===== config.mk =====
export PLATFORM = sky130hd
export DESIGN_NAME = flow_seq
export DESIGN_NICKNAME = d
export VERILOG_FILES = /design/src/rtl/flow_seq_pkg.sv /design/src/rtl/flow_cond_unit.sv /design/src/rtl/flow_ret_stack.sv /design/src/rtl/flow_next_pc.sv /design/src/rtl/flow_seq.sv
export SDC_FILE = /design/constraint.sdc
export NUM_CORES = 1
export LEC_CHECK = 0
export BUFFER_PORTS_ARGS = -buffer_cell sky130_fd_sc_hd__buf_4
export CAP_MARGIN = 20
export CORE_MARGIN = 1
export CORE_UTILIZATION = 55
export CTS_BUF_LIST = sky130_fd_sc_hd__clkbuf_8
export DETAILED_ROUTE_END_ITERATION = 8
export MAX_ROUTING_LAYER = met4
export PLACE_DENSITY = 0.79
export SYNTH_ARGS = -nofsm -noshare
export SYNTH_HDL_FRONTEND = slang
export SYNTH_SLANG_ARGS = --single-unit

===== constraint.sdc =====
create_clock -name clk -period 3.9 [get_ports clk]
set_input_delay 0.39 -clock clk [delete_from_list [all_inputs] [get_ports clk]]
set_output_delay 0.39 -clock clk [all_outputs]
set_load 0.005 [all_outputs]

===== src/rtl/flow_seq_pkg.sv =====
package flow_seq_pkg;

  typedef enum logic [2:0] {
    OP_NOP   = 3'd0,
    OP_JUMP  = 3'd1,
    OP_CALL  = 3'd2,
    OP_RETS  = 3'd3,
    OP_RETI  = 3'd4,
    OP_IDLE  = 3'd5,
    OP_LDCNT = 3'd6,
    OP_RSVD  = 3'd7
  } flow_op_e;

  localparam logic [3:0] CC_EQ     = 4'd0;
  localparam logic [3:0] CC_NE     = 4'd1;
  localparam logic [3:0] CC_LT     = 4'd2;
  localparam logic [3:0] CC_GE     = 4'd3;
  localparam logic [3:0] CC_CE     = 4'd4;
  localparam logic [3:0] CC_NCE    = 4'd5;
  localparam logic [3:0] CC_FLAG   = 4'd6;
  localparam logic [3:0] CC_NFLAG  = 4'd7;
  localparam logic [3:0] CC_ALWAYS = 4'd15;

  function automatic logic cc_uses_flag(input logic [3:0] c);
    return (c == CC_FLAG) || (c == CC_NFLAG);
  endfunction

  function automatic logic cc_uses_count(input logic [3:0] c);
    return (c == CC_CE) || (c == CC_NCE);
  endfunction

  function automatic logic op_is_branch(input flow_op_e o);
    return (o == OP_JUMP) || (o == OP_CALL) || (o == OP_RETS) || (o == OP_RETI);
  endfunction

  function automatic logic op_takes_target(input flow_op_e o);
    return (o == OP_JUMP) || (o == OP_CALL);
  endfunction

  // Truth of a condition code given status, pin level and counter state.
  function automatic logic cc_eval(input logic [3:0] c, input logic z, input logic n,
                                   input logic f, input logic cnt_hit);
    logic r;
    case (c)
      CC_EQ:     r = z;
      CC_NE:     r = !z;
      CC_LT:     r = n;
      CC_GE:     r = !n;
      CC_CE:     r = cnt_hit;
      CC_NCE:    r = !cnt_hit;
      CC_FLAG:   r = f;
      CC_NFLAG:  r = !f;
      CC_ALWAYS: r = 1'b1;
      default:   r = 1'b0;
    endcase
    return r;
  endfunction

endpackage


===== src/rtl/flow_cond_unit.sv =====
module flow_cond_unit
  import flow_seq_pkg::*;
#(
  parameter int CNT_W = 16
) (
  input  logic             clk,
  input  logic             rst_n,
  input  logic [3:0]       cc,
  input  logic             eval_en,
  input  logic             ld_en,
  input  logic [CNT_W-1:0] ld_val,
  input  logic             st_zero,
  input  logic             st_neg,
  input  logic             flag_in,
  output logic             cc_true,
  output logic             cnt_step
);

  localparam logic [CNT_W-1:0] CNT_ONE  = CNT_W'(1);
  localparam logic [CNT_W-1:0] CNT_ZERO = '0;

  logic [CNT_W-1:0] cnt_q;
  logic             cnt_hit;

  assign cnt_hit  = (cnt_q == CNT_ONE);
  assign cc_true  = cc_eval(cc, st_zero, st_neg, flag_in, cnt_hit);
  assign cnt_step = eval_en && cc_uses_count(cc) && (cnt_q != CNT_ZERO);

  always_ff @(posedge clk) begin
    if (!rst_n) begin
      cnt_q <= CNT_ZERO;
    end else if (ld_en) begin
      cnt_q <= ld_val;
    end else if (cnt_step) begin
      cnt_q <= cnt_q - CNT_ONE;
    end
  end

endmodule


===== src/rtl/flow_ret_stack.sv =====
module flow_ret_stack #(
  parameter int AW    = 14,
  parameter int DEPTH = 4
) (
  input  logic          clk,
  input  logic          rst_n,
  input  logic          push,
  input  logic          pop,
  input  logic [AW-1:0] push_data,
  output logic [AW-1:0] top_data,
  output logic          full,
  output logic          empty
);

  localparam int PW = $clog2(DEPTH + 1);
  localparam int IW = (DEPTH > 1) ? $clog2(DEPTH) : 1;
  localparam logic [PW-1:0] FULL_CNT = PW'(DEPTH);
  localparam logic [PW-1:0] ONE_CNT  = PW'(1);

  logic [AW-1:0] mem [DEPTH];
  logic [PW-1:0] depth_q;
  logic [PW-1:0] top_ptr;

  assign full     = (depth_q == FULL_CNT);
  assign empty    = (depth_q == '0);
  assign top_ptr  = depth_q - ONE_CNT;
  assign top_data = empty ? '0 : mem[top_ptr[IW-1:0]];

  always_ff @(posedge clk) begin
    if (!rst_n) begin
      depth_q <= '0;
    end else if (push && !full) begin
      depth_q <= depth_q + ONE_CNT;
    end else if (pop && !empty) begin
      depth_q <= depth_q - ONE_CNT;
    end
  end

  always_ff @(posedge clk) begin
    if (push && !full) begin
      mem[depth_q[IW-1:0]] <= push_data;
    end
  end

endmodule


===== src/rtl/flow_next_pc.sv =====
module flow_next_pc
  import flow_seq_pkg::*;
#(
  parameter int AW = 14
) (
  input  logic [AW-1:0] pc_q,
  input  logic          idle_q,
  input  logic          irq,
  input  logic [AW-1:0] irq_vec,
  input  flow_op_e      op_e,
  input  logic          taken,
  input  logic [AW-1:0] target,
  input  logic [AW-1:0] stk_top,
  input  logic          stk_empty,
  output logic [AW-1:0] pc_d,
  output logic          idle_d,
  output logic [AW-1:0] push_addr
);

  function automatic logic [AW-1:0] seq_next(input logic [AW-1:0] a);
    return a + AW'(1);
  endfunction

  logic [AW-1:0] pc_inc;
  assign pc_inc = seq_next(pc_q);

  // Return address for interrupt entry: the next instruction not yet run.
  always_comb begin
    if (irq) begin
      if (!idle_q && op_e == OP_IDLE) push_addr = pc_inc;
      else                            push_addr = pc_q;
    end else begin
      push_addr = pc_inc;
    end
  end

  always_comb begin
    pc_d   = pc_inc;
    idle_d = 1'b0;
    if (irq) begin
      pc_d = irq_vec;
    end else if (idle_q) begin
      pc_d   = pc_q;
      idle_d = 1'b1;
    end else if (taken) begin
      case (op_e)
        OP_JUMP, OP_CALL: pc_d = target;
        OP_RETS, OP_RETI: pc_d = stk_empty ? pc_inc : stk_top;
        default:          pc_d = pc_inc;
      endcase
    end else begin
      idle_d = (op_e == OP_IDLE);
    end
  end

endmodule


===== src/rtl/flow_seq.sv =====
module flow_seq
  import flow_seq_pkg::*;
#(
  parameter int AW    = 14,
  parameter int CNT_W = 16,
  parameter int DEPTH = 4
) (
  input  logic             clk,
  input  logic             rst_n,
  input  logic [2:0]       op,
  input  logic [3:0]       cond,
  input  logic             use_ind,
  input  logic [AW-1:0]    imm_addr,
  input  logic [AW-1:0]    ind_addr,
  input  logic [CNT_W-1:0] cnt_load,
  input  logic             st_zero,
  input  logic             st_neg,
  input  logic             flag_in,
  input  logic             irq,
  input  logic [AW-1:0]    irq_vec,
  output logic [AW-1:0]    pc,
  output logic             idle_lp,
  output logic             illegal,
  output logic             stk_ovf,
  output logic             stk_unf
);

  flow_op_e      op_e;
  logic [AW-1:0] pc_q, pc_d, target, stk_top, push_addr;
  logic          idle_q, idle_d;
  logic          run, is_branch, flag_bad, eval_en, cc_true, cnt_step;
  logic          taken, evt_push, evt_pop, stk_full, stk_empty;
  logic          ill_q, ovf_q, unf_q;

  assign op_e      = flow_op_e'(op);
  assign run       = !idle_q && !irq;
  assign is_branch = op_is_branch(op_e);
  assign flag_bad  = run && is_branch && cc_uses_flag(cond)
                     && !(op_takes_target(op_e) && !use_ind);
  assign eval_en   = run && is_branch && !flag_bad;
  assign taken     = eval_en && cc_true;
  assign target    = use_ind ? ind_addr : imm_addr;
  assign evt_push  = irq || (taken && op_e == OP_CALL);
  assign evt_pop   = taken && (op_e == OP_RETS || op_e == OP_RETI);

  flow_cond_unit #(.CNT_W(CNT_W)) u_cond (
    .clk      (clk),
    .rst_n    (rst_n),
    .cc       (cond),
    .eval_en  (eval_en),
    .ld_en    (run && op_e == OP_LDCNT),
    .ld_val   (cnt_load),
    .st_zero  (st_zero),
    .st_neg   (st_neg),
    .flag_in  (flag_in),
    .cc_true  (cc_true),
    .cnt_step (cnt_step)
  );

  flow_ret_stack #(.AW(AW), .DEPTH(DEPTH)) u_stack (
    .clk       (clk),
    .rst_n     (rst_n),
    .push      (evt_push),
    .pop       (evt_pop),
    .push_data (push_addr),
    .top_data  (stk_top),
    .full      (stk_full),
    .empty     (stk_empty)
  );

  flow_next_pc #(.AW(AW)) u_next (
    .pc_q      (pc_q),
    .idle_q    (idle_q),
    .irq       (irq),
    .irq_vec   (irq_vec),
    .op_e      (op_e),
    .taken     (taken),
    .target    (target),
    .stk_top   (stk_top),
    .stk_empty (stk_empty),
    .pc_d      (pc_d),
    .idle_d    (idle_d),
    .push_addr (push_addr)
  );

  always_ff @(posedge clk) begin
    if (!rst_n) begin
      pc_q   <= '0;
      idle_q <= 1'b0;
      ill_q  <= 1'b0;
      ovf_q  <= 1'b0;
      unf_q  <= 1'b0;
    end else begin
      pc_q   <= pc_d;
      idle_q <= idle_d;
      ill_q  <= flag_bad;
      ovf_q  <= evt_push && stk_full;
      unf_q  <= evt_pop && stk_empty;
    end
  end

  assign pc      = pc_q;
  assign idle_lp = idle_q;
  assign illegal = ill_q;
  assign stk_ovf = ovf_q;
  assign stk_unf = unf_q;

endmodule


==> flow_metrics.py, run 1 <==
metrics = {
    "flow_run": {
        "cap_violations": 0,
    },
    "layout": {
        "fin_cells": 690,
        "finalNetCount": 659,
        "design_area_um2": 6101,
        "drive_above_1_share_pct": 23.88,
        "n_antenna_cell": 0,
        "fill_cells": 658,
        "syn_to_final_growth_pct": 18.15,
    },
    "cts": {
        "cts_sinks": 93,
        "numCtsBuffers": 9,
        "cts_root_buffer": "clkbuf_8",
        "ctsHtreeMaxLevel": 3,
        "holdBufCountCts": 0,
        "cts_buffer_depth": 2,
        "post_cts_resized": 0,
        "cts_tree": "built",
        "post-cts-setup-buffer-count": 0,
        "clk_latency_ns": 0.37,
        "clk_pin_slew_worst_paths_ns": 0.09,
    },
    "drt": {
        "first_pass_iters": 5,
        "route.detailed.drc": 0,
        "wl_per_cell_um": 18.93,
        "ant_nets": 0,
        "via_count": 4225,
        "routed_wl_mm": 13.06,
        "viasPerCell": 6.123,
        "drt-initial-drc-count": 220,
    },
    "outcome": {
        "status": "finished, final reports clean",
    },
    "floorplanning": {
        "start_util_pct": 58.08,
        "die_y_um": 98.90,
        "rows": 34,
        "io_pins": 90,
        "die_area_um2": 9780,
        "die_w_um": 98.90,
        "core_um2": 8891,
    },
    "sta": {
        "fin_crit_ns": 2.833,
        "fmax_mhz": 352.9,
        "period_share_pct": 72.65,
        "fin_hold_ws_ns": 0.2568,
        "worstMarginPinSlew_ns": 0.7909,
        "hold_viol_final": 0,
        "finalMaxSlewViolations": 0,
        "slew_headroom_pct": 47.27,
        "fin_skew_ns": 0.01446,
        "tns_ns": 0,
        "rsz0062_at_grt": "false",
        "setup_violations": 0,
    },
    "worst_setup_path": {
        "path_buf_inv": 1,
        "cpLargestDelayFamily": "simple AND/OR/NAND/NOR gates",
        "startpoint_type": "register",
        "cp.arrival_ns": 2.90,
        "criticalPathCategory": "reg2reg",
        "crit_chain": "or4_1 -> nor2_8 -> nand4_4 -> a31oi_4 -> a21oi_2 -> nor2b_1 -> buf_4",
        "endpoint_kind": "register",
        "cp_max_fo": 14,
        "critical_path_required_ns": 3.97,
        "slowest_delay_ns": 0.71,
        "crit_slowest_cell": "or4_1",
    },
    "yosys": {
        "synth_nets": 581,
        "synth_ff_type": "edfxtp_1",
        "postSynth.asyncResetShare_pct": 0,
        "syn_area_um2": 5164,
        "synth_cell_types": 57,
        "ys_warn_count": 0,
        "synth-seq-cells": 93,
        "synth.avg_cell_area_um2": 10.35,
        "synth_edf_count": 56,
        "seq_area_frac_synth_pct": 46.91,
        "postSynthCellCount": 499,
    },
    "pwr": {
        "total_power_uw": 2168,
        "p_per_area_nw_per_um2": 355.3,
        "p_leak_uw": 0.002301,
        "vdd_ir_drop_max_v": 0.0002475,
    },
    "placement": {
        "io_buffers": 89,
        "gp_congestion": 0.8387,
        "hpwl_mm": 9.245,
        "dp.cells": 674,
        "placed_area_um2": 5917,
    },
    "global_routing": {
        "grt_use_total_pct": 28.81,
        "grt.overflow.total": 0,
        "grt_max_degree": 37,
        "grt_pass1_vias": 4099,
        "grt_pass1_wl_mm": 20.64,
        "antenna_found_initial": 0,
    },
    "hold_path": {
        "min_path_type": "in2reg",
    },
}
cell type report:
class / count / area (µm²) / share of cell area [%]
clock inverter: 6 / 46.29 / 0.7588
multi-input combinational: 362 / 2564 / 42.02
tap: 108 / 135.1 / 2.215
inverter: 10 / 37.54 / 0.6153
clock buffer: 10 / 137.6 / 2.256
timing repair buffer: 101 / 758.2 / 12.43
sequential: 93 / 2422 / 39.70
worst paths after layout:
check / endpoint / startpoint / slack [ns] / depth (start not counted)
max: u_stack.mem[2][13]$_DFFE_PP_ / u_cond.cnt_q[4]$_SDFFE_PN0P_ / 1.07 / 7
min: u_cond.cnt_q[1]$_SDFFE_PN0P_ / cnt_load[1] / 0.26 / 3
max reg2reg: u_stack.mem[2][13]$_DFFE_PP_ / u_cond.cnt_q[4]$_SDFFE_PN0P_ / 1.07 / 7
min reg2reg: u_stack.depth_q[2]$_SDFFE_PN0P_ / u_stack.depth_q[2]$_SDFFE_PN0P_ / 0.53 / 2
registers in the layout, summed over array words and instances, names as in the netlist:
signal / cells
u_stack.mem: 56
u_cond.cnt_q: 16
pc: 14
u_stack.depth_q: 3
idle_lp: 1
illegal: 1
stk_ovf: 1
stk_unf: 1
cells in the mapped netlist (6+ instances only):
master | instances | area share [%]
xnor2_1 | 21 | 3.6
nor2b_1 | 6 | 0.73
a21oi_1 | 10 | 0.97
a32o_1 | 10 | 1.9
clkbuf_1 | 26 | 1.9
nand2_1 | 59 | 4.3
inv_1 | 9 | 0.65
nor3_1 | 7 | 0.68
nor2_1 | 46 | 3.3
ha_1 | 10 | 2.4
nand3_1 | 13 | 1.3
edfxtp_1 | 56 | 33
mux4_2 | 14 | 6.1
o21ai_0 | 42 | 4.1
xor2_1 | 21 | 3.6
a211oi_1 | 13 | 1.9
dfxtp_1 | 37 | 14
o211ai_1 | 7 | 1.0
nand3b_1 | 10 | 1.5
mux2i_1 | 16 | 3.1
placed cells by master, fill, tap and decap left out, types with 13 or more instances in the layout:
| cell | count |
|---|---|
| a211oi_1 | 13 |
| buf_4 | 101 |
| dfxtp_1 | 37 |
| edfxtp_1 | 56 |
| mux2i_1 | 16 |
| mux4_2 | 14 |
| nand2_1 | 59 |
| nand3_1 | 13 |
| nor2_1 | 46 |
| o21ai_0 | 42 |
| xnor2_1 | 21 |
| xor2_1 | 21 |
stage by stage:
step                utilization [%]  worst slack, ns
floorplan                         -           0.5930
global placement              66.55            1.183
detailed placement            66.55            1.105
CTS                           68.62            1.089
global route                  68.62           0.9448
finish                        68.62            1.067
report_power, final:
part	total (µW)	internal (µW)	switching [µW]
logic	406	188	218
clock network	618	255	363
registers	1140	1100	41.8
kinds of logic (layout without fill, tap and decap cells):
| logic type | after synthesis | count (layout) | share of synthesized area [%] |
|---|---|---|---|
| and+or+nand+nor | 172 | 172 | 16.60 |
| AOI/OAI and AO/OA | 107 | 107 | 14.08 |
| DFF | 93 | 93 | 46.91 |
| buffers and inverters | 44 | 127 | 3.441 |
| xor gates and xnor gates | 42 | 42 | 7.124 |
| muxes | 31 | 31 | 9.426 |
| adders and majority gates | 10 | 10 | 2.423 |
layer usage:
metal / GRT usage, % / wire, µm / up-vias
met4: 8.266 / 187 / 0
li1: - / - / 1984
met3: 7.092 / 1000 / 18
met1: 34.79 / 5355 / 2029
met5: - / 0 / -
met2: 48.04 / 6518 / 194
tightest hold or removal path, stage by stage:
cell     delay (ns)
buf_4          0.08
mux2i_1        0.05
nor2_1         0.07
Note: power is estimated with default switching activity, not from simulation.
==> run 2, diff against run 1 <==
ABC_AREA = 1   (was default)
PLACE_DENSITY = 0.78   (was 0.79)
clock period = 2.9 ns   (was 3.9 ns; I/O delays follow)
==> run 2 against run 1 <==
Effect of this change: design area is 5.8% higher; critical endpoint is now pc[9]$_SDFFE_PN0P_; synthesized cell count is 40% higher; core utilization is 0.087 points lower; area after synthesis is 5.5% higher; fmax is 17% higher; routed wire length is 13% higher; highest routed layer unchanged; global-route usage is 1.7 points higher; largest power group unchanged.
==> flow_metrics.py, run 2 <==
metrics = {
    "outcome": {
        "status": "finished, final reports clean",
    },
    "sta": {
        "fmax_mhz": 412.5,
        "fin_crit_ns": 2.424,
        "hold_viol_final": 0,
        "worstMarginPinSlew_ns": 0.7449,
        "finalMaxSlewViolations": 0,
        "rsz0062_at_grt": "false",
        "tns_ns": 0,
        "fin_skew_ns": 0.01829,
        "slew_headroom_pct": 49.82,
        "setup_violations": 0,
        "period_share_pct": 83.60,
    },
    "global_routing": {
        "grt_max_degree": 32,
        "antenna_found_initial": 0,
        "grt_pass1_wl_mm": 23.09,
        "grt.overflow.total": 0,
        "grt_use_total_pct": 30.55,
        "grt_pass1_vias": 4551,
    },
    "floorplanning": {
        "start_util_pct": 57.87,
        "die_w_um": 101.5,
        "rows": 35,
        "die_area_um2": 10310,
        "die_y_um": 101.5,
        "core_um2": 9415,
        "io_pins": 90,
    },
    "cts": {
        "cts_root_buffer": "clkbuf_8",
        "clk_latency_ns": 0.38,
        "holdBufCountCts": 0,
        "cts_buffer_depth": 2,
        "post_cts_resized": 0,
        "numCtsBuffers": 9,
        "cts_tree": "built",
        "cts_sinks": 93,
        "clk_pin_slew_worst_paths_ns": 0.11,
        "ctsHtreeMaxLevel": 3,
        "post-cts-setup-buffer-count": 0,
    },
    "worst_setup_path": {
        "crit_slowest_cell": "clkinv_1",
        "crit_top_cell": "nand2_1",
        "path_buf_inv": 3,
        "endpoint_kind": "register",
        "startpoint_type": "register",
        "slowest_delay_ns": 0.48,
        "cp_max_fo": 19,
        "critical_path_required_ns": 3.22,
        "criticalPathCategory": "reg2reg",
        "crit_chain": "inv_1 -> ha_1 -> ha_1 -> buf_4 -> clkinv_1 -> a31oi_1 -> o21ai_0 -> nand2_1 -> nand2_1 -> nand2_1 -> a21oi_1 -> nor2_1",
        "cpLargestDelayFamily": "buffers and inverters",
        "cp.arrival_ns": 2.74,
    },
    "yosys": {
        "postSynth.asyncResetShare_pct": 0,
        "synth_edf_count": 56,
        "yosys-top-cells-count": "nand2_1, nor2_1, o21ai_0, edfxtp_1, inv_1",
        "seq_area_frac_synth_pct": 44.45,
        "yosysMostFrequentCell": "nand2_1",
        "yosysTopAreaCell": "edfxtp_1",
        "synth_top_area_share_pct": 30.86,
        "syn_area_um2": 5449,
        "synth_nets": 780,
        "postSynthCellCount": 698,
        "ys_warn_count": 0,
        "synth.area.top_cells": "edfxtp_1, dfxtp_1, nand2_1",
        "synth_ff_type": "edfxtp_1",
        "synth_cell_types": 46,
        "synth-seq-cells": 93,
        "synth.avg_cell_area_um2": 7.807,
    },
    "drt": {
        "wl_per_cell_um": 16.12,
        "route.detailed.drc": 0,
        "viasPerCell": 5.691,
        "via_count": 5219,
        "first_pass_iters": 5,
        "ant_nets": 0,
        "routed_wl_mm": 14.78,
        "drt-initial-drc-count": 596,
    },
    "layout": {
        "layout_commonest_cell": "nand2_1",
        "finalNetCount": 865,
        "drive_above_1_share_pct": 19.54,
        "layout_common_cells": "nand2_1, buf_4, nor2_1, o21ai_0, edfxtp_1",
        "largest_reg_flops": 56,
        "syn_to_final_growth_pct": 18.42,
        "n_antenna_cell": 0,
    },
    "hold_path": {
        "min_path_type": "in2reg",
    },
    "flow_run": {
        "cap_violations": 0,
    },
    "placement": {
        "gp_congestion": 0.9901,
        "hpwl_mm": 10.81,
        "io_buffers": 89,
    },
    "pwr": {
        "p_per_area_nw_per_um2": 508.2,
        "vdd_ir_drop_max_v": 0.0002492,
        "p_leak_uw": 0.002734,
        "total_power_uw": 3279,
    },
}
==> run 2: cell count changes after synthesis, moves of 17 or more <==
cell / delta
nand2_1: +97
nor2_1: +48
o21ai_0: +22
nand3_1: +22
a21oi_1: +31
inv_1: +39
xnor2_1: -17
==> run 2: kinds of logic after synthesis <==
logic type	Yosys count	share of synthesized area, %
AOI/OAI and AO/OA	160	16.65
xor gates and xnor gates	14	2.250
adders and majority gates	10	2.296
buffers and inverters	85	6.452
DFF	93	44.45
muxes	14	2.779
and+or+nand+nor	322	25.12
==> run 2: stage by stage <==
stage	hold slack, ns	setup slack [ns]	instances	instance area [µm²]	util, %
finish	0.1806	0.4756	917	6452	68.53
floorplan	0.4283	0.6208	698	5449	-
global route	0.1738	0.2105	917	6452	68.53
CTS	0.1681	0.5053	917	6452	68.53
global placement	0.4834	0.7052	901	6250	66.38
detailed placement	0.4936	0.5339	901	6250	66.38
==> run 2: where the power goes <==
part	internal (µW)	switching, µW	leakage, µW
Sequential	1500	56.1	0.000826
Combinational	316	535	0.00181
Clock	341	533	0.000102
==> run 2: layout make-up <==
cell class	count	area (µm²)
clock buffers	9	123.9
clock inverters	7	78.83
fillers	776	2963
inverters	57	214.0
multi-input cells	520	2686
flip-flops and latches	93	2422
well taps	129	161.4
repair buffers	102	765.7
==> run 2: worst paths after layout <==
kind	from	to	slack, ns	cells after the start
max	u_stack.depth_q[1]$_SDFFE_PN0P_	pc[9]$_SDFFE_PN0P_	0.48	12
min	cnt_load[2]	u_cond.cnt_q[2]$_SDFFE_PN0P_	0.18	3
max reg2reg	u_stack.depth_q[1]$_SDFFE_PN0P_	pc[9]$_SDFFE_PN0P_	0.48	12
min reg2reg	u_cond.cnt_q[15]$_SDFFE_PN0P_	u_cond.cnt_q[15]$_SDFFE_PN0P_	0.52	2
==> run 2: layer usage <==
metal,wire length (µm),part of all wire [%],track usage [%]
met1,6815,46,44.71
met2,6417,43,43.97
met3,1409,9.5,5.521
met4,140,0.95,6.689
met5,0,0,-
==> run 2: tightest hold or removal path, cell delays in order <==
cell     delay (ns)
buf_4          0.11
nand2_1        0.05
a31oi_1        0.07
